`src/rtl/bcd_cal_pkg.sv`:
```
package bcd_cal_pkg;

  typedef enum logic [3:0] {
    SEL_S1   = 4'd0,
    SEL_S10  = 4'd1,
    SEL_M1   = 4'd2,
    SEL_M10  = 4'd3,
    SEL_H1   = 4'd4,
    SEL_H10  = 4'd5,
    SEL_D1   = 4'd6,
    SEL_D10  = 4'd7,
    SEL_MO1  = 4'd8,
    SEL_MO10 = 4'd9,
    SEL_Y1   = 4'd10,
    SEL_Y10  = 4'd11,
    SEL_WK   = 4'd12
  } dsel_e;

  // two-digit BCD increment, no range limit
  function automatic logic [7:0] bcd_inc(input logic [7:0] v);
    if (v[3:0] >= 4'd9) return {v[7:4] + 4'd1, 4'd0};
    else                return {v[7:4], v[3:0] + 4'd1};
  endfunction

  // last day of month in BCD; year%4 == (2*tens + units)%4
  function automatic logic [7:0] month_last(input logic [7:0] mo, input logic [7:0] yr);
    logic [4:0] s;
    s = {yr[7:4], 1'b0} + {1'b0, yr[3:0]};
    case (mo)
      8'h02:                      return (s[1:0] == 2'd0) ? 8'h29 : 8'h28;
      8'h04, 8'h06, 8'h09, 8'h11: return 8'h30;
      default:                    return 8'h31;
    endcase
  endfunction

endpackage

```
`src/rtl/cal_prescaler.sv`:
```
module cal_prescaler #(
  parameter int PRE_DIV = 512,
  parameter int SUB_DIV = 64
) (
  input  logic clk_i,
  input  logic rst_ni,
  input  logic stop_i,
  input  logic clr_i,
  output logic hz64_o,
  output logic tick_o
);
  localparam int AW = (PRE_DIV > 2) ? $clog2(PRE_DIV) : 1;
  localparam int BW = (SUB_DIV > 2) ? $clog2(SUB_DIV) : 1;
  localparam logic [AW-1:0] A_LAST = AW'(PRE_DIV - 1);
  localparam logic [BW-1:0] B_LAST = BW'(SUB_DIV - 1);

  logic [AW-1:0] cnt_a;
  logic [BW-1:0] cnt_b;
  logic run, a_last, b_last;

  assign run    = !stop_i && !clr_i;
  assign a_last = cnt_a == A_LAST;
  assign b_last = cnt_b == B_LAST;
  assign hz64_o = run && a_last;
  assign tick_o = run && a_last && b_last;

  always_ff @(posedge clk_i or negedge rst_ni) begin
    if (!rst_ni) begin
      cnt_a <= '0;
      cnt_b <= '0;
    end else if (clr_i) begin
      cnt_a <= '0;
      cnt_b <= '0;
    end else if (run) begin
      if (a_last) begin
        cnt_a <= '0;
        cnt_b <= b_last ? '0 : cnt_b + 1'b1;
      end else begin
        cnt_a <= cnt_a + 1'b1;
      end
    end
  end

  a_r3_stop_holds: assert property (@(posedge clk_i) disable iff (!rst_ni)
    (stop_i && !clr_i) |=> ($stable(cnt_a) && $stable(cnt_b)));

  a_r4_clr_zero: assert property (@(posedge clk_i) disable iff (!rst_ni)
    clr_i |=> (cnt_a == '0 && cnt_b == '0));

endmodule

```
`src/rtl/cal_time_core.sv`:
```
module cal_time_core
  import bcd_cal_pkg::*;
(
  input  logic       clk_i,
  input  logic       rst_ni,
  input  logic       tick_i,
  input  logic       adj_i,
  input  logic       mode_24h_i,
  input  logic       wr_en_i,
  input  logic [3:0] wr_sel_i,
  input  logic [3:0] wr_data_i,
  output logic [7:0] sec_o,
  output logic [7:0] min_o,
  output logic [7:0] hour_o,
  output logic       min_carry_o,
  output logic       hour_carry_o,
  output logic       day_carry_o
);
  logic [7:0] sec_q, min_q, hour_q;
  logic [7:0] hval, h_nx;
  logic       sec_wrap, min_wrap, adv_min, adv_hour;
  logic       pm, pm_nx, day_roll;

  assign sec_wrap = sec_q == 8'h59;
  assign min_wrap = min_q == 8'h59;
  // adjust rounds: tens >= 3 means 30..59 seconds
  assign adv_min  = adj_i ? (sec_q[7:4] >= 4'd3) : (tick_i && sec_wrap);
  assign adv_hour = adv_min && min_wrap;
  assign pm       = hour_q[6];
  assign hval     = {2'b00, hour_q[5:0]};

  always_comb begin
    h_nx     = bcd_inc(hval);
    pm_nx    = pm;
    day_roll = 1'b0;
    if (mode_24h_i) begin
      pm_nx = 1'b0;
      if (hval == 8'h23) begin
        h_nx     = 8'h00;
        day_roll = 1'b1;
      end
    end else if (hval == 8'h12) begin
      h_nx = 8'h01;
    end else if (hval == 8'h11) begin
      h_nx     = 8'h12;
      pm_nx    = !pm;
      day_roll = pm;
    end
  end

  always_ff @(posedge clk_i or negedge rst_ni) begin
    if (!rst_ni) begin
      sec_q  <= 8'h00;
      min_q  <= 8'h00;
      hour_q <= 8'h00;
    end else if (wr_en_i) begin
      case (dsel_e'(wr_sel_i))
        SEL_S1:  sec_q[3:0]  <= wr_data_i;
        SEL_S10: sec_q[7:4]  <= {1'b0, wr_data_i[2:0]};
        SEL_M1:  min_q[3:0]  <= wr_data_i;
        SEL_M10: min_q[7:4]  <= {1'b0, wr_data_i[2:0]};
        SEL_H1:  hour_q[3:0] <= wr_data_i;
        SEL_H10: hour_q[7:4] <= {1'b0, wr_data_i[2:0]};
        default: ;
      endcase
    end else begin
      if (adj_i)       sec_q <= 8'h00;
      else if (tick_i) sec_q <= sec_wrap ? 8'h00 : bcd_inc(sec_q);
      if (adv_min)     min_q <= min_wrap ? 8'h00 : bcd_inc(min_q);
      if (adv_hour)    hour_q <= {1'b0, pm_nx, h_nx[5:0]};
    end
  end

  assign sec_o        = sec_q;
  assign min_o        = min_q;
  assign hour_o       = hour_q;
  assign min_carry_o  = adv_min && !wr_en_i;
  assign hour_carry_o = adv_hour && !wr_en_i;
  assign day_carry_o  = adv_hour && day_roll && !wr_en_i;

  a_r5_min_carry_zero_sec: assert property (@(posedge clk_i) disable iff (!rst_ni)
    min_carry_o |=> sec_q == 8'h00);

  a_r5_hour_carry_zero_min: assert property (@(posedge clk_i) disable iff (!rst_ni)
    hour_carry_o |=> (min_q == 8'h00 && sec_q == 8'h00));

  a_r7_day_carry_midnight: assert property (@(posedge clk_i) disable iff (!rst_ni)
    day_carry_o |=> (hour_q == 8'h00 || hour_q == 8'h12));

endmodule

```
`src/rtl/cal_date_core.sv`:
```
module cal_date_core
  import bcd_cal_pkg::*;
(
  input  logic       clk_i,
  input  logic       rst_ni,
  input  logic       day_adv_i,
  input  logic       wr_en_i,
  input  logic [3:0] wr_sel_i,
  input  logic [3:0] wr_data_i,
  output logic [7:0] day_o,
  output logic [7:0] month_o,
  output logic [7:0] year_o,
  output logic [2:0] wday_o
);
  logic [7:0] day_q, mon_q, year_q;
  logic [2:0] wday_q;
  logic       mon_end, year_end;

  assign mon_end  = day_q == month_last(mon_q, year_q);
  assign year_end = mon_q == 8'h12;

  always_ff @(posedge clk_i or negedge rst_ni) begin
    if (!rst_ni) begin
      day_q  <= 8'h01;
      mon_q  <= 8'h01;
      year_q <= 8'h00;
      wday_q <= 3'd0;
    end else if (wr_en_i) begin
      case (dsel_e'(wr_sel_i))
        SEL_D1:   day_q[3:0]  <= wr_data_i;
        SEL_D10:  day_q[7:4]  <= {2'b00, wr_data_i[1:0]};
        SEL_MO1:  mon_q[3:0]  <= wr_data_i;
        SEL_MO10: mon_q[7:4]  <= {3'b000, wr_data_i[0]};
        SEL_Y1:   year_q[3:0] <= wr_data_i;
        SEL_Y10:  year_q[7:4] <= wr_data_i;
        SEL_WK:   wday_q      <= wr_data_i[2:0];
        default: ;
      endcase
    end else if (day_adv_i) begin
      wday_q <= (wday_q >= 3'd6) ? 3'd0 : wday_q + 3'd1;
      if (mon_end) begin
        day_q <= 8'h01;
        if (year_end) begin
          mon_q  <= 8'h01;
          year_q <= (year_q == 8'h99) ? 8'h00 : bcd_inc(year_q);
        end else begin
          mon_q <= bcd_inc(mon_q);
        end
      end else begin
        day_q <= bcd_inc(day_q);
      end
    end
  end

  assign day_o   = day_q;
  assign month_o = mon_q;
  assign year_o  = year_q;
  assign wday_o  = wday_q;

  a_r9_wday_moves: assert property (@(posedge clk_i) disable iff (!rst_ni)
    (day_adv_i && !wr_en_i) |=> wday_q != $past(wday_q));

  a_r12_other_write_keeps_wday: assert property (@(posedge clk_i) disable iff (!rst_ni)
    (wr_en_i && wr_sel_i != SEL_WK) |=> $stable(wday_q));

  a_r8_month_end_day_one: assert property (@(posedge clk_i) disable iff (!rst_ni)
    (day_adv_i && !wr_en_i && mon_end) |=> day_q == 8'h01);

endmodule

```
`src/rtl/bcd_calendar_clock.sv`:
```
module bcd_calendar_clock #(
  parameter int PRE_DIV = 512,
  parameter int SUB_DIV = 64
) (
  input  logic       clk_i,
  input  logic       rst_ni,
  input  logic       stop_i,
  input  logic       pre_clr_i,
  input  logic       mode_24h_i,
  input  logic       adj30_i,
  input  logic       wr_en_i,
  input  logic [3:0] wr_sel_i,
  input  logic [3:0] wr_data_i,
  output logic [7:0] sec_o,
  output logic [7:0] min_o,
  output logic [7:0] hour_o,
  output logic [7:0] day_o,
  output logic [7:0] month_o,
  output logic [7:0] year_o,
  output logic [2:0] wday_o,
  output logic       hz64_o,
  output logic       sec_tick_o,
  output logic       min_carry_o,
  output logic       hour_carry_o
);
  logic tick, day_adv;

  cal_prescaler #(
    .PRE_DIV(PRE_DIV),
    .SUB_DIV(SUB_DIV)
  ) i_pre (
    .clk_i  (clk_i),
    .rst_ni (rst_ni),
    .stop_i (stop_i),
    .clr_i  (pre_clr_i),
    .hz64_o (hz64_o),
    .tick_o (tick)
  );

  cal_time_core i_time (
    .clk_i        (clk_i),
    .rst_ni       (rst_ni),
    .tick_i       (tick),
    .adj_i        (adj30_i),
    .mode_24h_i   (mode_24h_i),
    .wr_en_i      (wr_en_i),
    .wr_sel_i     (wr_sel_i),
    .wr_data_i    (wr_data_i),
    .sec_o        (sec_o),
    .min_o        (min_o),
    .hour_o       (hour_o),
    .min_carry_o  (min_carry_o),
    .hour_carry_o (hour_carry_o),
    .day_carry_o  (day_adv)
  );

  cal_date_core i_date (
    .clk_i     (clk_i),
    .rst_ni    (rst_ni),
    .day_adv_i (day_adv),
    .wr_en_i   (wr_en_i),
    .wr_sel_i  (wr_sel_i),
    .wr_data_i (wr_data_i),
    .day_o     (day_o),
    .month_o   (month_o),
    .year_o    (year_o),
    .wday_o    (wday_o)
  );

  assign sec_tick_o = tick;

endmodule

```
`config.mk`:
```
export PLATFORM = sky130hd
export DESIGN_NAME = bcd_calendar_clock
export DESIGN_NICKNAME = d
export VERILOG_FILES = /design/src/rtl/bcd_cal_pkg.sv /design/src/rtl/cal_prescaler.sv /design/src/rtl/cal_time_core.sv /design/src/rtl/cal_date_core.sv /design/src/rtl/bcd_calendar_clock.sv
export SDC_FILE = /design/constraint.sdc
export NUM_CORES = 1
export LEC_CHECK = 0
export ABC_AREA = 1
export ABC_CLOCK_PERIOD_IN_PS = 2000
export BUFFER_PORTS_ARGS = -buffer_cell sky130_fd_sc_hd__buf_2
export CORE_ASPECT_RATIO = 0.7
export CORE_MARGIN = 4
export CORE_UTILIZATION = 50
export DETAILED_ROUTE_END_ITERATION = 10
export PLACE_DENSITY = 0.74
export SYNTH_ARGS = -nofsm -noshare
export SYNTH_HDL_FRONTEND = slang
export SYNTH_SLANG_ARGS = --single-unit
```
`constraint.sdc`:
```
create_clock -name clk_i -period 2 [get_ports clk_i]
set_input_delay 0 -clock clk_i [delete_from_list [all_inputs] [get_ports clk_i]]
set_output_delay 0 -clock clk_i [all_outputs]
set_load 0.005 [all_outputs]
```
## After elaboration in Yosys (flattened, before gate mapping)

Cells that the tools add are included.

- Add/sub/neg operators: 16
- Magnitude comparators: 8
- Mux-type cells: 64
- Equality and inequality tests: 41
- Reductions and logical operators: 45

Operators by type and width:

| kind | number |
|---|---|
| $mux W8 | 26 |
| $mux W6 | 9 |
| $mux W4 | 12 |
| $add A4 B1 Y4 const B | 11 |
| $mux W9 | 3 |
| $ne A2 B1 Y1 const B | 13 |
| $ge A4 B4 Y1 const B | 6 |
| $eq A4 B4 Y1 const B | 5 |
| $reduce_bool A3 Y1 | 6 |
| $eq A4 B3 Y1 const B | 4 |
| $eq A8 B3 Y1 const B | 2 |
| $eq A8 B5 Y1 const B | 2 |
| $eq A8 B7 Y1 const B | 2 |
| $pmux W8 S2 | 1 |
| $reduce_and A2 Y1 | 7 |
| $reduce_bool A2 Y1 | 7 |
| $eq A6 B5 Y1 const B | 2 |
| $eq A6 B6 Y1 const B | 2 |
| $mux W3 | 4 |
| $reduce_and A3 Y1 | 4 |
| $reduce_and A4 Y1 | 3 |
| $add A9 B1 Y9 const B | 1 |
| $eq A9 B9 Y1 const B | 1 |
| $logic_and A1 B1 Y1 | 9 |
| 20 further kinds | 32 |

- Logic and storage cells: 190
- Input port bits: 15
- Bits in registers: 66

## Depth between registers and ports, before layout

- Depth after elaboration: 11
- Depth in mapped cells: 18

## Cells and area by module

Synthesis repeated with hierarchy kept, for this count alone.

- Cell total of the unflattened synthesis: 652
- Area, all modules: 4810.9 um^2

Modules (own cells, without submodules):

| module | area each (um^2) | sequential area each (um^2) | cells an instance | instances |
|---|---|---|---|---|
| cal_date_core | 2112.0 | 678.2 | 292 | 1 |
| cal_time_core | 1859.3 | 575.6 | 255 | 1 |
| cal_prescaler | 839.6 | 375.4 | 105 | 1 |

## Worst setup path before layout

Ideal clock, no wire load.

- Path type: reg-to-reg
- Start: reg i_pre.cnt_a[0]
- End: reg i_date.year_q[0] (netlist: i_date.year_o[0])
- Slack: -0.190 ns
- Stages on the path, launching flop included: 18
- Data required time: 1.882 ns
- Path buffers: 0
- Arrival time: 2.072 ns
- Clock period less this slack: 2.190 ns
- Library setup time: 0.118 ns
- Cells stage by stage: dfrtp_1 ha_1 inv_1 nor4_1 ha_1 nand2_1 nor2_2 inv_2 nor2_4 nand2_1 nand2_2 nand2_4 clkinv_4 nand2_4 inv_2 nand3_1 nand3_1 nand2_1

- Cells in the longest elaborated chain, start to end: 10

Ends and longest elaborated chain:

| what | RTL line | RTL |
|---|---|---|
| start: declaration | cal_prescaler.sv:17 | `logic [AW-1:0] cnt_a;` |
| start signal: assignment | cal_prescaler.sv:39 | `cnt_a <= cnt_a + 1'b1;` |
| $eq A9 B9 Y1 | cal_prescaler.sv:22 | `assign a_last = cnt_a == A_LAST;` |
| $logic_and A1 B1 Y1 | n/a |  |
| via hz64_o | bcd_calendar_clock.sv:21 | `output logic hz64_o,` |
| $logic_and A1 B1 Y1 | cal_prescaler.sv:25 | `assign tick_o = run && a_last && b_last;` |
| via sec_tick_o | bcd_calendar_clock.sv:22 | `output logic sec_tick_o,` |
| $logic_and A1 B1 Y1 | cal_time_core.sv:27 | `assign adv_min = adj_i ? (sec_q[7:4] >= 4'd3) : (tick_i && sec_wrap);` |
| $mux W1 | cal_time_core.sv:27 |  |
| $logic_and A1 B1 Y1 | cal_time_core.sv:28 | `assign adv_hour = adv_min && min_wrap;` |
| $logic_and A1 B1 Y1 (2 in a row) | cal_time_core.sv:79 | `assign day_carry_o = adv_hour && day_roll && !wr_en_i;` |
| $reduce_bool A2 Y1 (no line) | n/a |  |
| $reduce_and A4 Y1 (no line) | n/a |  |
| end signal: assignment | cal_date_core.sv:34 | `SEL_Y1: year_q[3:0] <= wr_data_i;` |
| end signal: assignment | cal_date_core.sv:45 | `year_q <= (year_q == 8'h99) ? 8'h00 : bcd_inc(year_q);` |
| end: declaration | cal_date_core.sv:15 | `logic [7:0] day_q, mon_q, year_q;` |

The timed path passes the listed nets, and every way through them passes these cells.
A chain may end at the register's enable or synchronous reset.

## Worst setup path after layout

- Start: reg i_pre.cnt_a[6]
- End: reg i_date.day_q[0] (netlist: i_date.day_o[0])

- Cells in the longest elaborated chain, start to end: 10

Ends and longest elaborated chain:

| what | RTL line | RTL |
|---|---|---|
| $eq A9 B9 Y1 | cal_prescaler.sv:22 |  |
| $logic_and A1 B1 Y1 (2 in a row) | cal_prescaler.sv:25 |  |
| $logic_and A1 B1 Y1 | cal_time_core.sv:27 |  |
| $mux W1 | cal_time_core.sv:27 |  |
| $logic_and A1 B1 Y1 | cal_time_core.sv:28 |  |
| $logic_and A1 B1 Y1 (2 in a row) | cal_time_core.sv:79 |  |
| $reduce_bool A2 Y1 (no line) | n/a |  |
| $reduce_and A2 Y1 (no line) | n/a |  |
| end signal: assignment | cal_date_core.sv:30 | `SEL_D1: day_q[3:0] <= wr_data_i;` |
| end signal: assignment | cal_date_core.sv:50 | `day_q <= bcd_inc(day_q);` |
| end: declaration | cal_date_core.sv:15 |  |

Every way passes these cells.

==> results.md <==
- Filler instances: 652
- Status: finished, violations left
- Vias in the first global route: 4514
- Mapped Cells: approximately 610
- Total CTS buffers: 9
- Slew headroom: 53.0%
- Via density: 5.55
- Register area share after synthesis: 35.4%
- Compound-Gate Fraction of Synth Area: 12.7%
- Met2 wire len: 6380 um
- CP top delay family: simple AND/OR/NAND/NOR gates
- Grt total ovfl: 0
- Critical path launch point type: register
- Register bit total from synthesis: 65
- Largest family of logic cells by synthesized area: simple AND/OR/NAND/NOR gates
- Setup ws final: -0.318 ns
- Mapped cell area: 4610 um^2
- TritonCTS clock tree: built
- Commonest non-fill, non-tap cell in the layout: nand2_1
- Largest fanout on the critical path: 4
- Layout Nets: 802
- WHS Path Cells: 4
- Routed Antenna Nets: 0
- Die outline height: between 80 and 90 um
- WL met1: 6190 um
- Post-Synth Adder-Cell Area: under 10%
- CP arrival: 2.57 ns
- Hold Crit Class: in -> reg
- Max-slew violations: 0
- Fin area: 6330 um^2
- Tot Pwr: 5.92 mW
- Leakage Power: ~3.2 nW
- Worst Skew: between 0.007 and 0.008 ns
- H-tree depth: 3
- Worst path depth: 17
- Clk Latency, worst-skew pair: 0.34 ns
- Failing checks: negative setup slack
- Peak per-stage delay on the critical path: roughly 0.34 ns
- Syn nets: 662
- Asr flop ratio synth: 100%
- Met3 WL: 1240 um
- DRC viols: 0
- Drt first-iter violations: 422
- Crit path kind: reg -> reg
- Antenna fix cells: 0
- Hpwl dp: 9590 um
- Total die area: 10800 um^2
- Worst EP required: 2.25 ns
- Finished Layout Cells: 876
- Max_cap viols: 0
- Syn avg cell area: between 7 and 8 um^2
- Die width: 123 um
- Fmax: 431 MHz
- Layout area overhead: 37.4%
- Crit-path cells: nand4_1 -> nor4_4 -> ha_2 -> nand2_2 -> nor2_4 -> inv_2 -> nor2_4 -> nand2_2 -> nand2_4 -> nand2_4 -> clkinv_4 -> nand2_4 -> nand2_4 -> inv_2 -> nor2_2 -> nand2_1 -> o21ai_1
- Initial core utilization: 52.8%
- Crit share post-route: 116%
- Fin. Hold Viols: 0
- Ports: 70
- Global Route Usage Sum: 25.5%
- YS warnings: 0
- DP Cell Count: 843
- Routed length per instance: 16.1 um
- Worst path bufs/invs: 3
- Post-synth EDFFs: 0
- First-pass iteration count of the detailed router: 7
- Std-Cell Rows: 28
- Core footprint: 8720 um^2
- Most frequent cells in the layout: nand2_1 (89), inv_1 (80), buf_2 (65)
- WL final: roughly 14000 um
- Final min period: 2.32 ns
- Post-route setup TNS: -9.51 ns
- Routability cong.: ~0.9
- Vias: 4864
- First-pass GRT wire length: 21800 um
- Clock root buffer: clkbuf_16
- Unique cell type count in the Yosys netlist: 45
- Max clock buf depth: 2
- Cell area power density: between 900 and 1000 nW/um^2
- Layout cells sized above 1: between 30% and 40%
- CTS clk-pin slew, worst paths: ~0.060 ns
- Most common cell on crit path: nand2_4
- Worst r2r path cells: 17
- Highest metal used: met4
- Xor-xnor portion of the synthesized cell area: 4.56%
- Ys flop type: dfrtp_1
- Largest net degree at the start of global routing: 26
- Clock sink total: 65
- IO buf count: 68
- Placed Instance Area: 5500 um^2
- Initial antenna violation count: 0
- Worst Max-Slew Pin Slew: 0.696 ns
- Slowest cell on crit path: dfrtp_1
- CP Capture Type: register
- RSZ-0062 raised after global routing: yes
- Post-synthesis mux area share: 0.489%
- Setup violations, final: 53
- Max VDD drop: 0.656 mV
- Simple-Gate Fraction of Synth Area: 28.6%
==> kinds of logic after synthesis <==
group | Yosys count
and+or+nand+nor | 280
buffers and inverters | 101
muxes | 2
DFF | 65
adders and majority gates | 36
other | 1
xor gates and xnor gates | 24
AOI/OAI and AO/OA | 102
==> sequential cells by signal (all words and copies together) (netlist names) <==
signal          cells
i_date.wday_o       3
i_pre.cnt_b         6
i_pre.cnt_a         9
i_time.hour_o       7
i_time.min_o        8
i_date.month_o      8
i_date.year_o       8
i_time.sec_o        8
i_date.day_o        8
==> power by group <==
part           internal (mW)  total, mW  switching [mW]
Combinational           1.00       2.29            1.29
Sequential              1.59       1.96           0.367
Clock                   1.06       1.68           0.611
==> layout make-up <==
class,count,area (um^2),share of cell area [%]
multi-input cells,445,2950,46.7
flip-flops and latches,65,1630,25.7
repair buffers,135,913,14.4
inverters,95,364,5.75
clock buffers,12,267,4.21
well taps,120,150,2.37
clock inverters,4,50.0,0.791
==> synthesized netlist by cell type, types with 3 or more instances <==
cell type	count	area share, %
nor3b_1	5	0.82
nand2_2	11	1.5
nand4_1	9	1.2
o21a_1	3	0.49
dfrtp_1	63	34
o21ai_1	9	0.98
nor2_1	60	4.9
a21oi_1	18	2.0
o21ai_0	42	4.6
xor2_1	15	2.9
a211oi_1	3	0.49
nor3_1	11	1.2
a31oi_1	16	2.2
inv_2	10	0.82
or2_2	3	0.41
nand2_1	107	8.7
nand3_1	59	6.4
inv_1	83	6.8
ha_1	36	9.8
xnor2_1	9	1.7
nand2_4	4	0.98
o211ai_1	3	0.49
nor2_2	3	0.41
==> metrics by stage <==
step	worst slack, ns	hold slack [ns]	util, %
3_3_place_gp	-0.168	-0.0326	63.0
4_1_cts	-0.328	0.0698	68.7
2_1_floorplan	-0.0565	-0.296	-
3_5_place_dp	-0.206	-0.0300	63.0
5_1_grt	-0.414	0.125	72.5
6_report	-0.318	0.111	72.5
==> worst paths after layout <==
kind | slack (ns) | to | start
max | -0.32 | i_date.day_o[0] | i_pre.cnt_a[6]
min | 0.11 | i_date.wday_o[1] | wr_sel_i[2]
max reg2reg | -0.32 | i_date.day_o[0] | i_pre.cnt_a[6]
min reg2reg | 0.52 | i_pre.cnt_b[0] | i_pre.cnt_b[0]
max in group asynchronous | 1.10 | i_date.day_o[0] | rst_ni
min in group asynchronous | 0.15 | i_time.sec_o[0] | rst_ni
==> worst min-delay path, delay by kind of cell <==
family / cells / cell delay [ns]
and+or+nand+nor: 2 / 0.24
buffers and inverters: 1 / 0.11
AOI/OAI and AO/OA: 1 / 0.05
==> per-layer routing <==
layer  GRT usage, %  up-vias
met5              0        -
met4           7.72        0
met3           5.50       37
met2           38.4      251
met1           37.0     2292
li1               -     2284
==> timing repair <==
item                                   in CTS  in global routing
endpoints found under the hold margin      21                  0
pin swaps                                  18                 19
setup endpoints to repair                  50                 56
hold buffers                                3                  0
gates cloned                                0                  0
resized for setup                          29                 73
buffers inserted                            5                  9
Note: power is estimated with default switching activity, not from simulation.
